`src/rtl/pw_ser_pkg.sv`:
```
package pw_ser_pkg;

    // Controller states of the serializer
    typedef enum logic [1:0] {
        PW_IDLE   = 2'd0,
        PW_PRIME  = 2'd1,
        PW_SEND   = 2'd2,
        PW_FINISH = 2'd3
    } pw_state_e;

endpackage

```
`src/rtl/pw_sym_timer.sv`:
```
// Symbol phase counter: runs 0..SYM_CLKS-1 while enabled and reports
// the high/low level of the symbol for the current bit value.
module pw_sym_timer #(
    parameter int SYM_CLKS  = 60,
    parameter int HIGH_ZERO = 17,
    parameter int HIGH_ONE  = 43
) (
    input  logic clk,
    input  logic rst_n,
    input  logic run,
    input  logic bit_val,
    output logic sym_end,
    output logic hi_level
);
    localparam int PH_W = (SYM_CLKS > 2) ? $clog2(SYM_CLKS) : 1;
    localparam logic [PH_W-1:0] PH_LAST = PH_W'(SYM_CLKS - 1);
    localparam logic [PH_W-1:0] HI_ZERO = PH_W'(HIGH_ZERO);
    localparam logic [PH_W-1:0] HI_ONE  = PH_W'(HIGH_ONE);

    logic [PH_W-1:0] phase_q;
    logic [PH_W-1:0] hi_len;

    always_ff @(posedge clk) begin
        if (!rst_n) begin
            phase_q <= '0;
        end else if (!run || phase_q == PH_LAST) begin
            phase_q <= '0;
        end else begin
            phase_q <= phase_q + PH_W'(1);
        end
    end

    always_comb begin
        hi_len   = bit_val ? HI_ONE : HI_ZERO;
        hi_level = run && (phase_q < hi_len);
        sym_end  = run && (phase_q == PH_LAST);
    end

endmodule

```
`src/rtl/pw_word_buf.sv`:
```
// Current word shift register plus one reserve slot filled by a
// valid/ready handshake, limited to the number of words a frame needs.
module pw_word_buf #(
    parameter int WORD_W = 8,
    parameter int WORDS  = 45
) (
    input  logic              clk,
    input  logic              rst_n,
    input  logic              arm,
    input  logic              fill_en,
    input  logic              in_valid,
    input  logic [WORD_W-1:0] in_data,
    input  logic              take,
    input  logic              shift,
    output logic              in_ready,
    output logic              nxt_full,
    output logic              cur_bit,
    output logic              cur_last
);
    localparam int WC_W = $clog2(WORDS + 1);
    localparam int BC_W = $clog2(WORD_W + 1);

    logic [WORD_W-1:0] cur_q;
    logic [WORD_W-1:0] nxt_q;
    logic              nxt_full_q;
    logic [WC_W-1:0]   words_left_q;
    logic [BC_W-1:0]   cur_left_q;
    logic              accept;

    always_comb begin
        in_ready = fill_en && !nxt_full_q && (words_left_q != '0);
        accept   = in_valid && in_ready;
        nxt_full = nxt_full_q;
        cur_bit  = cur_q[WORD_W-1];
        cur_last = (cur_left_q == BC_W'(1));
    end

    // Reserve slot and word budget
    always_ff @(posedge clk) begin
        if (!rst_n) begin
            nxt_q        <= '0;
            nxt_full_q   <= 1'b0;
            words_left_q <= '0;
        end else if (arm) begin
            nxt_full_q   <= 1'b0;
            words_left_q <= WC_W'(WORDS);
        end else if (accept) begin
            nxt_q        <= in_data;
            nxt_full_q   <= 1'b1;
            words_left_q <= words_left_q - WC_W'(1);
        end else if (take) begin
            nxt_full_q   <= 1'b0;
        end
    end

    // Current word, shifted towards the MSB
    always_ff @(posedge clk) begin
        if (!rst_n) begin
            cur_q      <= '0;
            cur_left_q <= '0;
        end else if (arm) begin
            cur_left_q <= '0;
        end else if (take) begin
            cur_q      <= nxt_q;
            cur_left_q <= BC_W'(WORD_W);
        end else if (shift) begin
            cur_q      <= {cur_q[WORD_W-2:0], 1'b0};
            cur_left_q <= cur_left_q - BC_W'(1);
        end
    end

endmodule

```
`src/rtl/pw_seq_fsm.sv`:
```
// Frame controller: sequences bits, detects the last symbol and underrun,
// and registers the line, done and underrun outputs.
module pw_seq_fsm
    import pw_ser_pkg::*;
#(
    parameter int FRAME_BITS = 360
) (
    input  logic clk,
    input  logic rst_n,
    input  logic start,
    input  logic nxt_full,
    input  logic cur_last,
    input  logic sym_end,
    input  logic hi_level,
    output logic arm,
    output logic fill_en,
    output logic run,
    output logic take,
    output logic shift,
    output logic busy,
    output logic tx_line,
    output logic done,
    output logic underrun
);
    localparam int FB_W = $clog2(FRAME_BITS + 1);

    pw_state_e       state_q, state_d;
    logic [FB_W-1:0] frame_left_q;
    logic            frame_last;
    logic            advance;
    logic            starve;
    logic            tx_q, done_q, underrun_q;

    always_comb begin
        frame_last = (frame_left_q == FB_W'(1));
        arm        = (state_q == PW_IDLE) && start;
        run        = (state_q == PW_SEND);
        fill_en    = (state_q == PW_PRIME) || (state_q == PW_SEND);
        busy       = (state_q != PW_IDLE);
        advance    = run && sym_end && !frame_last;
        shift      = advance && !cur_last;
        take       = ((state_q == PW_PRIME) && nxt_full) ||
                     (advance && cur_last && nxt_full);
        starve     = advance && cur_last && !nxt_full;
    end

    // State register
    always_ff @(posedge clk) begin
        if (!rst_n) begin
            state_q <= PW_IDLE;
        end else begin
            state_q <= state_d;
        end
    end

    // Next-state logic
    always_comb begin
        state_d = state_q;
        unique case (state_q)
            PW_IDLE:   if (start)    state_d = PW_PRIME;
            PW_PRIME:  if (nxt_full) state_d = PW_SEND;
            PW_SEND: begin
                if (sym_end && frame_last) state_d = PW_FINISH;
                else if (starve)           state_d = PW_IDLE;
            end
            PW_FINISH: state_d = PW_IDLE;
            default:   state_d = PW_IDLE;
        endcase
    end

    // Frame bit budget
    always_ff @(posedge clk) begin
        if (!rst_n) begin
            frame_left_q <= '0;
        end else if (arm) begin
            frame_left_q <= FB_W'(FRAME_BITS);
        end else if (run && sym_end) begin
            frame_left_q <= frame_left_q - FB_W'(1);
        end
    end

    // Registered outputs
    always_ff @(posedge clk) begin
        if (!rst_n) begin
            tx_q       <= 1'b0;
            done_q     <= 1'b0;
            underrun_q <= 1'b0;
        end else begin
            tx_q   <= hi_level;
            done_q <= (state_q == PW_FINISH);
            if (arm) begin
                underrun_q <= 1'b0;
            end else if (starve) begin
                underrun_q <= 1'b1;
            end
        end
    end

    assign tx_line  = tx_q;
    assign done     = done_q;
    assign underrun = underrun_q;

endmodule

```
`src/rtl/pw_serializer.sv`:
```
// Pulse-width encoded bit serializer, top level.
module pw_serializer #(
    parameter int WORD_W     = 8,
    parameter int FRAME_BITS = 360,
    parameter int SYM_CLKS   = 60,
    parameter int HIGH_ZERO  = 17,
    parameter int HIGH_ONE   = 43
) (
    input  logic              clk,
    input  logic              rst_n,
    input  logic              start,
    input  logic              in_valid,
    output logic              in_ready,
    input  logic [WORD_W-1:0] in_data,
    output logic              tx_line,
    output logic              busy,
    output logic              done,
    output logic              underrun
);
    localparam int WORDS = (FRAME_BITS + WORD_W - 1) / WORD_W;

    logic arm, fill_en, run, take, shift;
    logic nxt_full, cur_bit, cur_last;
    logic sym_end, hi_level;

    pw_word_buf #(
        .WORD_W (WORD_W),
        .WORDS  (WORDS)
    ) u_buf (
        .clk      (clk),
        .rst_n    (rst_n),
        .arm      (arm),
        .fill_en  (fill_en),
        .in_valid (in_valid),
        .in_data  (in_data),
        .take     (take),
        .shift    (shift),
        .in_ready (in_ready),
        .nxt_full (nxt_full),
        .cur_bit  (cur_bit),
        .cur_last (cur_last)
    );

    pw_sym_timer #(
        .SYM_CLKS  (SYM_CLKS),
        .HIGH_ZERO (HIGH_ZERO),
        .HIGH_ONE  (HIGH_ONE)
    ) u_tmr (
        .clk      (clk),
        .rst_n    (rst_n),
        .run      (run),
        .bit_val  (cur_bit),
        .sym_end  (sym_end),
        .hi_level (hi_level)
    );

    pw_seq_fsm #(
        .FRAME_BITS (FRAME_BITS)
    ) u_fsm (
        .clk      (clk),
        .rst_n    (rst_n),
        .start    (start),
        .nxt_full (nxt_full),
        .cur_last (cur_last),
        .sym_end  (sym_end),
        .hi_level (hi_level),
        .arm      (arm),
        .fill_en  (fill_en),
        .run      (run),
        .take     (take),
        .shift    (shift),
        .busy     (busy),
        .tx_line  (tx_line),
        .done     (done),
        .underrun (underrun)
    );

endmodule

```
`config.mk`:
```
export PLATFORM = sky130hd
export DESIGN_NAME = pw_serializer
export DESIGN_NICKNAME = d
export VERILOG_FILES = /design/src/rtl/pw_ser_pkg.sv /design/src/rtl/pw_sym_timer.sv /design/src/rtl/pw_word_buf.sv /design/src/rtl/pw_seq_fsm.sv /design/src/rtl/pw_serializer.sv
export SDC_FILE = /design/constraint.sdc
export NUM_CORES = 1
export LEC_CHECK = 0
export ABC_AREA = 1
export CAP_MARGIN = 20
export CORE_AREA = 10 10 88 75
export CTS_BUF_LIST = sky130_fd_sc_hd__clkbuf_8
export DETAILED_ROUTE_END_ITERATION = 7
export DIE_AREA = 0 0 98 85
export GPL_ROUTABILITY_DRIVEN = 1
export PLACE_DENSITY = 0.74
export SYNTH_ARGS = -nofsm -noshare
export SYNTH_HDL_FRONTEND = slang
export SYNTH_HIERARCHICAL = 1
export SYNTH_SLANG_ARGS = --single-unit
```
`constraint.sdc`:
```
create_clock -name clk -period 2.55 [get_ports clk]
set_input_delay 0.51 -clock clk [delete_from_list [all_inputs] [get_ports clk]]
set_output_delay 0.51 -clock clk [all_outputs]
set_load 0.1 [all_outputs]
```
==> flow_results.xml, run 1 <==
<?xml version="1.0" encoding="UTF-8"?>
<metrics>
  <group name="timing">
    <metric name="setup-violations-final" unit="">0</metric>
    <metric name="whs" unit="ps">454</metric>
    <metric name="max_clock_freq" unit="MHz">428</metric>
    <metric name="hold_viol_final" unit="">0</metric>
    <metric name="final.setup.tns" unit="ps">0</metric>
    <metric name="report.final.slew_viol_count" unit="">0</metric>
    <metric name="worstMarginPinSlew" unit="ps">402</metric>
    <metric name="setup_ws" unit="ps">213</metric>
    <metric name="timing.max_slew.rel_slack" unit="">0.732</metric>
    <metric name="fin_crit_sh" unit="">0.917</metric>
    <metric name="clock_skew_after_layout" unit="ps">6.22</metric>
    <metric name="period_minus_slack" unit="ps">2340</metric>
  </group>
  <group name="floorplan">
    <metric name="die-width" unit="µm">98</metric>
    <metric name="core_area" unit="µm²">4860</metric>
    <metric name="dieHeight" unit="µm">85</metric>
    <metric name="floorplan.die_area" unit="µm²">8330</metric>
    <metric name="starting_utilization_of_the_core_area" unit="">0.528</metric>
    <metric name="placementRows" unit="">23</metric>
    <metric name="io_pins" unit="">17</metric>
  </group>
  <group name="yosys">
    <metric name="postSynthCellCount" unit="">345</metric>
    <metric name="flops_latches_synth" unit="">47</metric>
    <metric name="synth-seq-area-share" unit="">0.366</metric>
    <metric name="mappedNetlistNets" unit="">373</metric>
    <metric name="synth_cell_type_count" unit="">40</metric>
    <metric name="post_synth_instance_area" unit="µm²">2570</metric>
    <metric name="synth_warnings" unit="">6</metric>
    <metric name="synth_area_per_cell" unit="µm²">7.44</metric>
  </group>
  <group name="worst_setup_path">
    <metric name="cp_max_fo" unit="">10</metric>
    <metric name="timing.critical_path.required" unit="ps">2790</metric>
    <metric name="worst_setup_path_startpoint" unit="">u_tmr/phase_q[0]</metric>
    <metric name="cell_with_the_largest_stage_delay_on_the_worst_path" unit="">sky130_fd_sc_hd__dfxtp_1</metric>
    <metric name="critical_path.reg2reg.startpoint" unit="">u_tmr/phase_q[0]</metric>
    <metric name="worstSetupEndpointType" unit="">flop</metric>
    <metric name="cpPeakStageDelay" unit="ps">400</metric>
    <metric name="path_cells" unit="">ha_1, inv_1, nor2_1, nand3_1, nor2_2, nand2_4, clkinv_4, nand3_1, a21oi_1, buf_4, inv_6, a21oi_4, buf_4, o21ai_2, a31oi_2</metric>
    <metric name="critical_path_arrival" unit="ps">2570</metric>
    <metric name="critPathLaunchType" unit="">flop</metric>
    <metric name="critPathKind" unit="">flop to flop</metric>
  </group>
  <group name="global_routing">
    <metric name="grt_pass1_vias" unit="">1939</metric>
    <metric name="antenna_violations_before_repair" unit="">0</metric>
    <metric name="grt_first_pass_wirelength" unit="µm">8450</metric>
    <metric name="use_met2" unit="">0.180</metric>
    <metric name="grt_use_met3" unit="">0.0324</metric>
    <metric name="gr-usage-met1" unit="">0.153</metric>
    <metric name="grt.total_usage" unit="">0.119</metric>
    <metric name="grt_busiest_layer" unit="">met2</metric>
    <metric name="grt_max_degree" unit="">21</metric>
    <metric name="globalRoute.totalOverflow" unit="">0</metric>
  </group>
  <group name="final_layout">
    <metric name="post-route-util" unit="">0.609</metric>
    <metric name="postLayoutCellArea" unit="µm²">2960</metric>
    <metric name="finish.net_count" unit="">401</metric>
    <metric name="drive_gt1_frac" unit="">0.155</metric>
    <metric name="antenna-diode-count" unit="">0</metric>
    <metric name="layout.cells.non_filler" unit="">436</metric>
    <metric name="layout.cells.most_common_list" unit="">sky130_fd_sc_hd__nand2_1, sky130_fd_sc_hd__inv_1, sky130_fd_sc_hd__dfxtp_1</metric>
    <metric name="layout.cells.most_common" unit="">sky130_fd_sc_hd__nand2_1</metric>
    <metric name="areaGrowthSynthToFinish" unit="%">15.4</metric>
  </group>
  <group name="pwr">
    <metric name="leakagePower" unit="nW">1.35</metric>
    <metric name="power.ir.vdd_worst" unit="µV">1010</metric>
    <metric name="p_total" unit="mW">2.59</metric>
    <metric name="power-per-cell-area" unit="nW/µm²">874</metric>
  </group>
  <group name="hold_path">
    <metric name="hold_path.startpoint" unit="">u_fsm/underrun</metric>
    <metric name="worst_hold_path_type" unit="">flop to flop</metric>
  </group>
  <group name="clock_tree">
    <metric name="cts.sink_count" unit="">47</metric>
    <metric name="cts-root-buf" unit="">sky130_fd_sc_hd__clkbuf_8</metric>
    <metric name="cts_htree_levels" unit="">2</metric>
    <metric name="cts_buffers" unit="">5</metric>
    <metric name="clkSlewWorstSetupHoldPaths" unit="ps">90</metric>
    <metric name="tritoncts" unit="">built</metric>
    <metric name="cts.path.max_buffers" unit="">2</metric>
    <metric name="worst_skew_pair.late_latency" unit="ps">300</metric>
    <metric name="holdBufCountCts" unit="">0</metric>
  </group>
  <group name="run_status">
    <metric name="outcome" unit="">finished clean</metric>
  </group>
  <group name="routing">
    <metric name="drt_wl_total" unit="µm">4940</metric>
    <metric name="ant_nets" unit="">0</metric>
    <metric name="post-route-drc-count" unit="">0</metric>
    <metric name="routed_via_density" unit="">4.90</metric>
    <metric name="vias" unit="">2136</metric>
    <metric name="wl_per_cell" unit="µm">11.3</metric>
    <metric name="detail_route.first_pass.iterations" unit="">4</metric>
    <metric name="drt_first_iter_violations" unit="">70</metric>
  </group>
  <group name="placement">
    <metric name="place_inst" unit="">422</metric>
    <metric name="globalplace.congestion" unit="">0.839</metric>
    <metric name="io_buffers" unit="">16</metric>
    <metric name="placement.setup.worst_slack" unit="ps">44.2</metric>
    <metric name="hpwl" unit="µm">3620</metric>
    <metric name="post_dp_cell_area" unit="µm²">2790</metric>
  </group>
  <group name="job">
    <metric name="drv_cap" unit="">0</metric>
  </group>
</metrics>
-- path summary, 6_finish.rpt --
path / end / depth (start not counted) / slack [ps]
setup / recovery: u_buf/cur_q[6] / 15 / 210
hold / removal: u_fsm/underrun / 2 / 450
setup reg to reg: u_buf/cur_q[6] / 15 / 210
hold reg to reg: u_fsm/underrun / 2 / 450
-- registers in the layout, indices dropped and copies added, names as in the netlist --
register and flops:
u_buf/nxt_q 8, u_buf/cur_left_q 4, u_fsm/state_q 2, u_tmr/phase_q 6, u_buf/cur_q 8, u_fsm/done 1, u_fsm/underrun 1, u_buf/words_left_q 6
u_fsm/tx_line 1, u_buf/nxt_full 1, u_fsm/frame_left_q 9
-- what timing repair did --
| item | CTS | global route |
|---|---|---|
| gates resized for setup | 0 | 2 |
| buffers inserted | 0 | 5 |
| setup endpoints to repair | 0 | 9 |
-- critical path, delay by kind of cell (launching register included) --
kind / cells / cell delay (ps)
compound gates: 4 / 510
fa+ha+maj: 1 / 210
buf+inv: 5 / 500
flops: 1 / 400
simple gates: 5 / 630
-- metal layers --
layer | part of all wire | vias to the layer above
met5 | 0 | -
met4 | 0.017 | 0
met3 | 0.042 | 9
met2 | 0.43 | 37
met1 | 0.51 | 944
li1 | - | 1146
-- power by group --
group / switching, mW / internal [mW] / total [mW] / leakage (nW)
Clock: 0.256 / 0.317 / 0.574 / 0.0612
Combinational: 0.697 / 0.364 / 1.06 / 0.909
Sequential: 0.101 / 0.855 / 0.956 / 0.382
-- cells in the mapped netlist (all sizes together) --
library cell | n | area (µm²)
clkinv | 2 | 12.5
a21oi | 17 | 104
o22ai | 1 | 6.26
xor2 | 3 | 26.3
ha | 16 | 200
nand2 | 68 | 280
o21ai | 27 | 143
or2 | 1 | 6.26
dfxtp | 47 | 941
buf | 4 | 35.0
nor2 | 55 | 264
nand3 | 21 | 128
inv | 60 | 233
o21bai | 2 | 15.0
nor3b | 1 | 7.51
nor3 | 3 | 26.3
nand4 | 3 | 31.3
xnor2 | 3 | 26.3
a31oi | 10 | 75.1
o31ai | 1 | 7.51
-- cell families after synthesis --
family          Yosys count  share of synthesized area
buf+inv                  66                      0.109
flops                    47                      0.366
fa+ha+maj                16                     0.0780
xor+xnor                  6                     0.0205
compound gates           58                      0.136
simple gates            152                      0.289
-- layout make-up --
| class | count | area [µm²] |
|---|---|---|
| fill | 462 | 1900 |
| sequential | 47 | 941 |
| clock inverter | 2 | 35.0 |
| multi-input combinational | 233 | 1360 |
| timing repair buffer | 24 | 220 |
| clock buffer | 6 | 82.6 |
| tap | 62 | 77.6 |
| inverter | 62 | 245 |
Power figures use the tool's default switching activity.
==> run 2, diff against run 1 <==
- CORE_AREA: 10 10 88 75 -> 2 2 72 74
- DIE_AREA: 0 0 98 85 -> 0 0 74 76
==> run 2 against run 1 <==
Routed wire length fell by 3.4%. Die area fell by 32%. Clock-buffer cell count unchanged. Global-route usage grew 6.6 points. Final cell count increased by 0.92%. Largest cell class unchanged. Highest routed layer unchanged.
==> flow_results.xml, run 2 (synthesis results as in run 1) <==
<?xml version="1.0" encoding="UTF-8"?>
<metrics>
  <group name="routing">
    <metric name="met3RoutedLength" unit="µm">154</metric>
    <metric name="vias" unit="">2160</metric>
    <metric name="wl_per_cell" unit="µm">10.8</metric>
    <metric name="route.top_layer_used" unit="">met4</metric>
    <metric name="drt_wl_total" unit="µm">4770</metric>
    <metric name="detail_route.first_pass.iterations" unit="">4</metric>
    <metric name="drt_first_iter_violations" unit="">141</metric>
    <metric name="drt-met1-wl" unit="µm">2180</metric>
    <metric name="met2WireLength" unit="µm">2360</metric>
    <metric name="routed_via_density" unit="">4.91</metric>
    <metric name="post-route-drc-count" unit="">0</metric>
    <metric name="ant_nets" unit="">0</metric>
  </group>
  <group name="worst_setup_path">
    <metric name="critPathTopFamily" unit="">simple AND/OR/NAND/NOR gates</metric>
    <metric name="critical_path_arrival" unit="ps">2580</metric>
    <metric name="cp_max_fo" unit="">10</metric>
    <metric name="timing.critical_path.required" unit="ps">2790</metric>
    <metric name="worst_setup_path_startpoint" unit="">u_tmr/phase_q[1]</metric>
    <metric name="critPathKind" unit="">flop to flop</metric>
    <metric name="crit_path_frequent_cell" unit="">sky130_fd_sc_hd__nand3_1</metric>
    <metric name="worstSetupEndpointType" unit="">flop</metric>
    <metric name="critPathLaunchType" unit="">flop</metric>
    <metric name="critical_path.reg2reg.startpoint" unit="">u_tmr/phase_q[1]</metric>
    <metric name="cell_with_the_largest_stage_delay_on_the_worst_path" unit="">sky130_fd_sc_hd__dfxtp_1</metric>
    <metric name="cpPeakStageDelay" unit="ps">380</metric>
    <metric name="critical_path_buffers_and_inverters" unit="">5</metric>
    <metric name="path_cells" unit="">ha_1, inv_1, nor2_1, nand3_1, nor2_4, nand2_4, clkinv_4, nand3_1, a21oi_1, buf_4, inv_6, a21oi_4, buf_12, o21ai_2, a31oi_2</metric>
  </group>
  <group name="final_layout">
    <metric name="layout.cells.most_common" unit="">sky130_fd_sc_hd__nand2_1</metric>
    <metric name="largest_register_ff_count" unit="">9</metric>
    <metric name="reg_with_most_ffs" unit="">u_fsm/frame_left_q</metric>
    <metric name="biggestRegsByFlops" unit="">u_fsm/frame_left_q x9, u_buf/cur_q x8, u_buf/nxt_q x8</metric>
    <metric name="antenna-diode-count" unit="">0</metric>
    <metric name="layout.cells.most_common_list" unit="">sky130_fd_sc_hd__nand2_1, sky130_fd_sc_hd__inv_1, sky130_fd_sc_hd__nor2_1, sky130_fd_sc_hd__dfxtp_1, sky130_fd_sc_hd__o21ai_0</metric>
    <metric name="fill_cell_count" unit="">451</metric>
    <metric name="finish.net_count" unit="">397</metric>
    <metric name="post-route-util" unit="">0.599</metric>
    <metric name="drive_gt1_frac" unit="">0.146</metric>
    <metric name="areaGrowthSynthToFinish" unit="%">14.5</metric>
  </group>
  <group name="clock_tree">
    <metric name="tritoncts" unit="">built</metric>
    <metric name="cts_buffers" unit="">5</metric>
    <metric name="cts-root-buf" unit="">sky130_fd_sc_hd__clkbuf_8</metric>
    <metric name="cts.path.max_buffers" unit="">2</metric>
    <metric name="cts_htree_levels" unit="">2</metric>
    <metric name="worst_skew_pair.late_latency" unit="ps">300</metric>
    <metric name="holdBufCountCts" unit="">0</metric>
    <metric name="clkSlewWorstSetupHoldPaths" unit="ps">90</metric>
    <metric name="cts.sink_count" unit="">47</metric>
  </group>
  <group name="run_status">
    <metric name="outcome" unit="">finished clean</metric>
  </group>
  <group name="global_routing">
    <metric name="antenna_violations_before_repair" unit="">0</metric>
    <metric name="grt_pass1_vias" unit="">2024</metric>
    <metric name="grt.total_usage" unit="">0.184</metric>
    <metric name="globalRoute.totalOverflow" unit="">0</metric>
    <metric name="grt_max_degree" unit="">27</metric>
    <metric name="grt_first_pass_wirelength" unit="µm">8320</metric>
  </group>
  <group name="floorplan">
    <metric name="die-width" unit="µm">74</metric>
    <metric name="starting_utilization_of_the_core_area" unit="">0.523</metric>
    <metric name="floorplan.die_area" unit="µm²">5620</metric>
    <metric name="core_area" unit="µm²">4910</metric>
    <metric name="io_pins" unit="">17</metric>
    <metric name="placementRows" unit="">26</metric>
    <metric name="dieHeight" unit="µm">76</metric>
  </group>
  <group name="placement">
    <metric name="globalplace.congestion" unit="">0.895</metric>
    <metric name="io_buffers" unit="">16</metric>
    <metric name="hpwl" unit="µm">3490</metric>
  </group>
  <group name="timing">
    <metric name="fin_crit_sh" unit="">0.918</metric>
    <metric name="hold_viol_final" unit="">0</metric>
    <metric name="setup_repair_after_global_routing_missed_its_margin" unit="">false</metric>
    <metric name="clock_skew_after_layout" unit="ps">5.95</metric>
    <metric name="worstMarginPinSlew" unit="ps">414</metric>
    <metric name="report.final.slew_viol_count" unit="">0</metric>
    <metric name="max_clock_freq" unit="MHz">427</metric>
    <metric name="period_minus_slack" unit="ps">2340</metric>
    <metric name="timing.max_slew.rel_slack" unit="">0.724</metric>
    <metric name="final.setup.tns" unit="ps">0</metric>
    <metric name="setup-violations-final" unit="">0</metric>
  </group>
  <group name="hold_path">
    <metric name="worst_hold_path_type" unit="">flop to flop</metric>
    <metric name="hold_path.startpoint" unit="">u_tmr/phase_q[0]</metric>
  </group>
  <group name="pwr">
    <metric name="power-per-cell-area" unit="nW/µm²">839</metric>
    <metric name="leakagePower" unit="nW">1.33</metric>
    <metric name="power.ir.vdd_worst" unit="µV">1070</metric>
  </group>
  <group name="job">
    <metric name="drv_cap" unit="">0</metric>
  </group>
</metrics>
run 2: cell count changes in the layout (fill, tap and decap cells not counted), sizes merged:
cell	before	now
buf	13	9
bufinv	1	0
inv	60	61
run 2: repair_timing:
action	in CTS	in global routing
setup endpoints to repair	0	9
setup buffers	0	1
gates resized for setup	0	4
run 2: worst register-to-register path, stage by stage (launching register included):
cell	delay, ps
sky130_fd_sc_hd__dfxtp_1	380
sky130_fd_sc_hd__ha_1	200
sky130_fd_sc_hd__inv_1	50
sky130_fd_sc_hd__nor2_1	120
sky130_fd_sc_hd__nand3_1	170
sky130_fd_sc_hd__nor2_4	180
sky130_fd_sc_hd__nand2_4	100
sky130_fd_sc_hd__clkinv_4	100
sky130_fd_sc_hd__nand3_1	80
sky130_fd_sc_hd__a21oi_1	140
sky130_fd_sc_hd__buf_4	150
sky130_fd_sc_hd__inv_6	50
sky130_fd_sc_hd__a21oi_4	230
sky130_fd_sc_hd__buf_12	150
sky130_fd_sc_hd__o21ai_2	50
sky130_fd_sc_hd__a31oi_2	130
run 2: worst paths after layout:
| path | cells after the start | slack [ps] | end |
|---|---|---|---|
| worst max register to register | 15 | 210 | u_buf/cur_q[6] |
| worst min-delay path | 1 | 450 | u_tmr/phase_q[0] |
| worst min register to register | 1 | 450 | u_tmr/phase_q[0] |
| worst max-delay path | 15 | 210 | u_buf/cur_q[6] |
run 2: through the flow:
stage / total power [mW] / hold WS (ps) / instance area [µm²] / instances / setup slack (ps)
6_report: 2.47 / 447 / 2940 / 440 / 209
4_1_cts: 2.48 / 459 / 2900 / 438 / 18.4
3_3_place_gp: 1.99 / 441 / 2800 / 430 / 154
3_5_place_dp: 2.01 / 445 / 2800 / 430 / 36.7
2_1_floorplan: 1.78 / 437 / 2570 / 345 / 311
5_1_grt: 2.66 / 485 / 2940 / 440 / 1.62
run 2: layout make-up:
class | count | area, µm² | share of cell area
clock inverters | 2 | 12.5 | 0.00426
flip-flops and latches | 47 | 942 | 0.320
inverters | 62 | 245 | 0.0834
well taps | 70 | 87.6 | 0.0298
clock buffers | 6 | 82.6 | 0.0281
repair buffers | 20 | 203 | 0.0689
multi-input cells | 233 | 1370 | 0.465
run 2: per-layer routing:
layer / up-vias / global-route usage
met5: - / 0
met4: 0 / 0.0855
met3: 7 / 0.0344
met2: 32 / 0.307
met1: 976 / 0.224
li1: 1145 / -
run 2: power breakdown:
group / internal, mW / switching (mW) / total [mW]
registers: 0.856 / 0.0975 / 0.954
clock network: 0.218 / 0.250 / 0.468
logic: 0.360 / 0.686 / 1.05
total: 1.43 / 1.03 / 2.47
==> run 3, diff against run 2 <==
- PLACE_DENSITY: 0.74 -> 0.77
- clock period: 2.55 -> 1.95 ns (I/O delays scaled with it)
==> run 3 against run 2 <==
The flow now finishes with violations (negative setup slack). Register-to-register slack got worse by 310 ps. Combinational power increased by 55%. Fmax increased by 14%. Clock skew increased by 3.6 ps. Highest routed layer unchanged. Sequential cell count unchanged. Critical endpoint unchanged. Largest power group unchanged. Clock-buffer cell count decreased by 1.
==> flow_results.xml, run 3 (synthesis results as in run 1) <==
<?xml version="1.0" encoding="UTF-8"?>
<metrics>
  <group name="pwr">
    <metric name="p_total" unit="mW">3.47</metric>
    <metric name="leakagePower" unit="nW">1.46</metric>
    <metric name="power.ir.vdd_worst" unit="µV">1300</metric>
    <metric name="power-per-cell-area" unit="nW/µm²">1050</metric>
  </group>
  <group name="timing">
    <metric name="setup-violations-final" unit="">8</metric>
    <metric name="timing.max_slew.rel_slack" unit="">0.807</metric>
    <metric name="fin_crit_sh" unit="">1.05</metric>
    <metric name="setup_repair_after_global_routing_missed_its_margin" unit="">true</metric>
    <metric name="clock_skew_after_layout" unit="ps">9.56</metric>
    <metric name="report.final.slew_viol_count" unit="">0</metric>
    <metric name="hold_viol_final" unit="">0</metric>
    <metric name="worstMarginPinSlew" unit="ps">289</metric>
    <metric name="max_clock_freq" unit="MHz">487</metric>
    <metric name="setup_ws" unit="ps">-104</metric>
    <metric name="period_minus_slack" unit="ps">2050</metric>
  </group>
  <group name="final_layout">
    <metric name="largest_register_ff_count" unit="">9</metric>
    <metric name="drive_gt1_frac" unit="">0.268</metric>
    <metric name="layout.cells.most_common_list" unit="">sky130_fd_sc_hd__nand2_1, sky130_fd_sc_hd__inv_1, sky130_fd_sc_hd__dfxtp_1</metric>
    <metric name="antenna-diode-count" unit="">0</metric>
    <metric name="layout.cells.most_common" unit="">sky130_fd_sc_hd__nand2_1</metric>
    <metric name="finish.net_count" unit="">423</metric>
    <metric name="reg_with_most_ffs" unit="">u_fsm/frame_left_q</metric>
    <metric name="biggestRegsByFlops" unit="">u_fsm/frame_left_q x9, u_buf/cur_q x8, u_buf/nxt_q x8</metric>
    <metric name="areaGrowthSynthToFinish" unit="%">28.7</metric>
  </group>
  <group name="clock_tree">
    <metric name="clkSlewWorstSetupHoldPaths" unit="ps">90</metric>
    <metric name="holdBufCountCts" unit="">0</metric>
    <metric name="cts.path.max_buffers" unit="">2</metric>
    <metric name="worst_skew_pair.late_latency" unit="ps">300</metric>
    <metric name="cts_buffers" unit="">5</metric>
    <metric name="cts-root-buf" unit="">sky130_fd_sc_hd__clkbuf_8</metric>
    <metric name="tritoncts" unit="">built</metric>
    <metric name="cts_htree_levels" unit="">2</metric>
    <metric name="cts.sink_count" unit="">47</metric>
  </group>
  <group name="routing">
    <metric name="met3RoutedLength" unit="µm">208</metric>
    <metric name="routed_via_density" unit="">4.92</metric>
    <metric name="detail_route.first_pass.iterations" unit="">4</metric>
    <metric name="drt_first_iter_violations" unit="">122</metric>
    <metric name="drt_wl_total" unit="µm">5470</metric>
    <metric name="drt-met1-wl" unit="µm">2420</metric>
    <metric name="post-route-drc-count" unit="">0</metric>
    <metric name="route.top_layer_used" unit="">met4</metric>
    <metric name="vias" unit="">2291</metric>
    <metric name="wl_per_cell" unit="µm">11.7</metric>
    <metric name="ant_nets" unit="">0</metric>
    <metric name="met2WireLength" unit="µm">2770</metric>
  </group>
  <group name="worst_setup_path">
    <metric name="critical_path.reg2reg.startpoint" unit="">u_tmr/phase_q[1]</metric>
    <metric name="reg2reg_depth" unit="">15</metric>
    <metric name="worst_setup_path_startpoint" unit="">u_tmr/phase_q[1]</metric>
    <metric name="worstReg2RegEnd" unit="">u_buf/cur_q[6]</metric>
    <metric name="worstSetupEndpointType" unit="">flop</metric>
    <metric name="timing.critical_path.required" unit="ps">2190</metric>
    <metric name="critPathLaunchType" unit="">flop</metric>
    <metric name="critical_path_arrival" unit="ps">2290</metric>
    <metric name="critPathKind" unit="">flop to flop</metric>
    <metric name="timing.critical_path.to" unit="">u_buf/cur_q[6]</metric>
    <metric name="timing.reg2reg.setup_slack" unit="ps">-100</metric>
    <metric name="cp_max_fo" unit="">8</metric>
  </group>
  <group name="placement">
    <metric name="io_buffers" unit="">16</metric>
    <metric name="hpwl" unit="µm">3630</metric>
    <metric name="placement.setup.worst_slack" unit="ps">-163</metric>
    <metric name="globalplace.congestion" unit="">0.831</metric>
  </group>
  <group name="job">
    <metric name="drv_cap" unit="">0</metric>
  </group>
  <group name="floorplan">
    <metric name="placementRows" unit="">26</metric>
    <metric name="die-width" unit="µm">74</metric>
    <metric name="floorplan.die_area" unit="µm²">5620</metric>
    <metric name="core_area" unit="µm²">4910</metric>
    <metric name="starting_utilization_of_the_core_area" unit="">0.523</metric>
    <metric name="io_pins" unit="">17</metric>
    <metric name="dieHeight" unit="µm">76</metric>
  </group>
  <group name="run_status">
    <metric name="failed_checks" unit="">negative setup slack</metric>
    <metric name="outcome" unit="">finished with violations</metric>
  </group>
  <group name="hold_path">
    <metric name="worst_hold_path_type" unit="">flop to flop</metric>
  </group>
  <group name="global_routing">
    <metric name="grt_max_degree" unit="">21</metric>
    <metric name="grt_first_pass_wirelength" unit="µm">9440</metric>
    <metric name="grt.total_usage" unit="">0.212</metric>
    <metric name="globalRoute.totalOverflow" unit="">0</metric>
    <metric name="grt_pass1_vias" unit="">2119</metric>
    <metric name="antenna_violations_before_repair" unit="">0</metric>
  </group>
</metrics>
-- run 3: where the power goes --
group | internal [mW] | total, mW | switching (mW)
clock | 0.246 | 0.582 | 0.336
combinational | 0.636 | 1.63 | 0.995
sequential | 1.12 | 1.26 | 0.137
-- run 3: critical path, cell delays in order (launching register included) --
cell and delay [ps]:
sky130_fd_sc_hd__dfxtp_2 360, sky130_fd_sc_hd__ha_4 140, sky130_fd_sc_hd__inv_2 40, sky130_fd_sc_hd__nor2_4 110
sky130_fd_sc_hd__nand3_2 100, sky130_fd_sc_hd__nor2_4 150, sky130_fd_sc_hd__nand2_4 90, sky130_fd_sc_hd__clkinv_4 60
sky130_fd_sc_hd__nand3_4 60, sky130_fd_sc_hd__a21oi_4 240, sky130_fd_sc_hd__inv_8 40, sky130_fd_sc_hd__a21oi_4 190
sky130_fd_sc_hd__buf_12 150, sky130_fd_sc_hd__buf_6 90, sky130_fd_sc_hd__o21ai_2 50, sky130_fd_sc_hd__a31oi_2 130
-- run 3: layout make-up --
type	count	area [µm²]
Fill cell	390	1610
Sequential cell	47	946
Inverter	62	254
Multi-Input combinational cell	232	1480
Clock inverter	3	16.3
Clock buffer	5	68.8
Timing Repair Buffer	47	454
Tap cell	70	87.6
-- run 3: per-layer routing --
| metal | vias up | GRT usage |
|---|---|---|
| met2 | 50 | 0.339 |
| met1 | 1042 | 0.282 |
| met4 | 0 | 0.0764 |
| li1 | 1192 | - |
| met3 | 7 | 0.0370 |
| met5 | - | 0 |
-- run 3: worst min-delay path by stage --
stage                   startpoint  cells past startpoint  slack (ps)             end
floorplan           u_buf/cur_q[0]                      2         440  u_buf/cur_q[0]
global placement    u_fsm/underrun                      2         440  u_fsm/underrun
detailed placement  u_buf/cur_q[0]                      2         450  u_buf/cur_q[0]
CTS                 u_buf/cur_q[0]                      2         470  u_buf/cur_q[0]
global route        u_buf/cur_q[0]                      2         490  u_buf/cur_q[0]
finish              u_fsm/underrun                      2         460  u_fsm/underrun
-- run 3: repair_timing --
item                       in CTS  in global routing
gates resized for setup        19                 16
buffers inserted                6                  6
pin swaps                       9                 12
gates cloned                    1                  0
setup endpoints to repair      11                 16
-- run 3: metrics by stage --
step | cells | TNS, ps | area, µm² | utilization | hold WS (ps)
2_1_floorplan | 345 | -452 | 2610 | - | 437
3_3_place_gp | 449 | -253 | 3020 | 0.614 | 443
3_5_place_dp | 449 | -1210 | 3020 | 0.614 | 453
4_1_cts | 463 | 0 | 3240 | 0.660 | 467
5_1_grt | 466 | -1720 | 3300 | 0.673 | 487
6_report | 466 | -532 | 3300 | 0.673 | 460
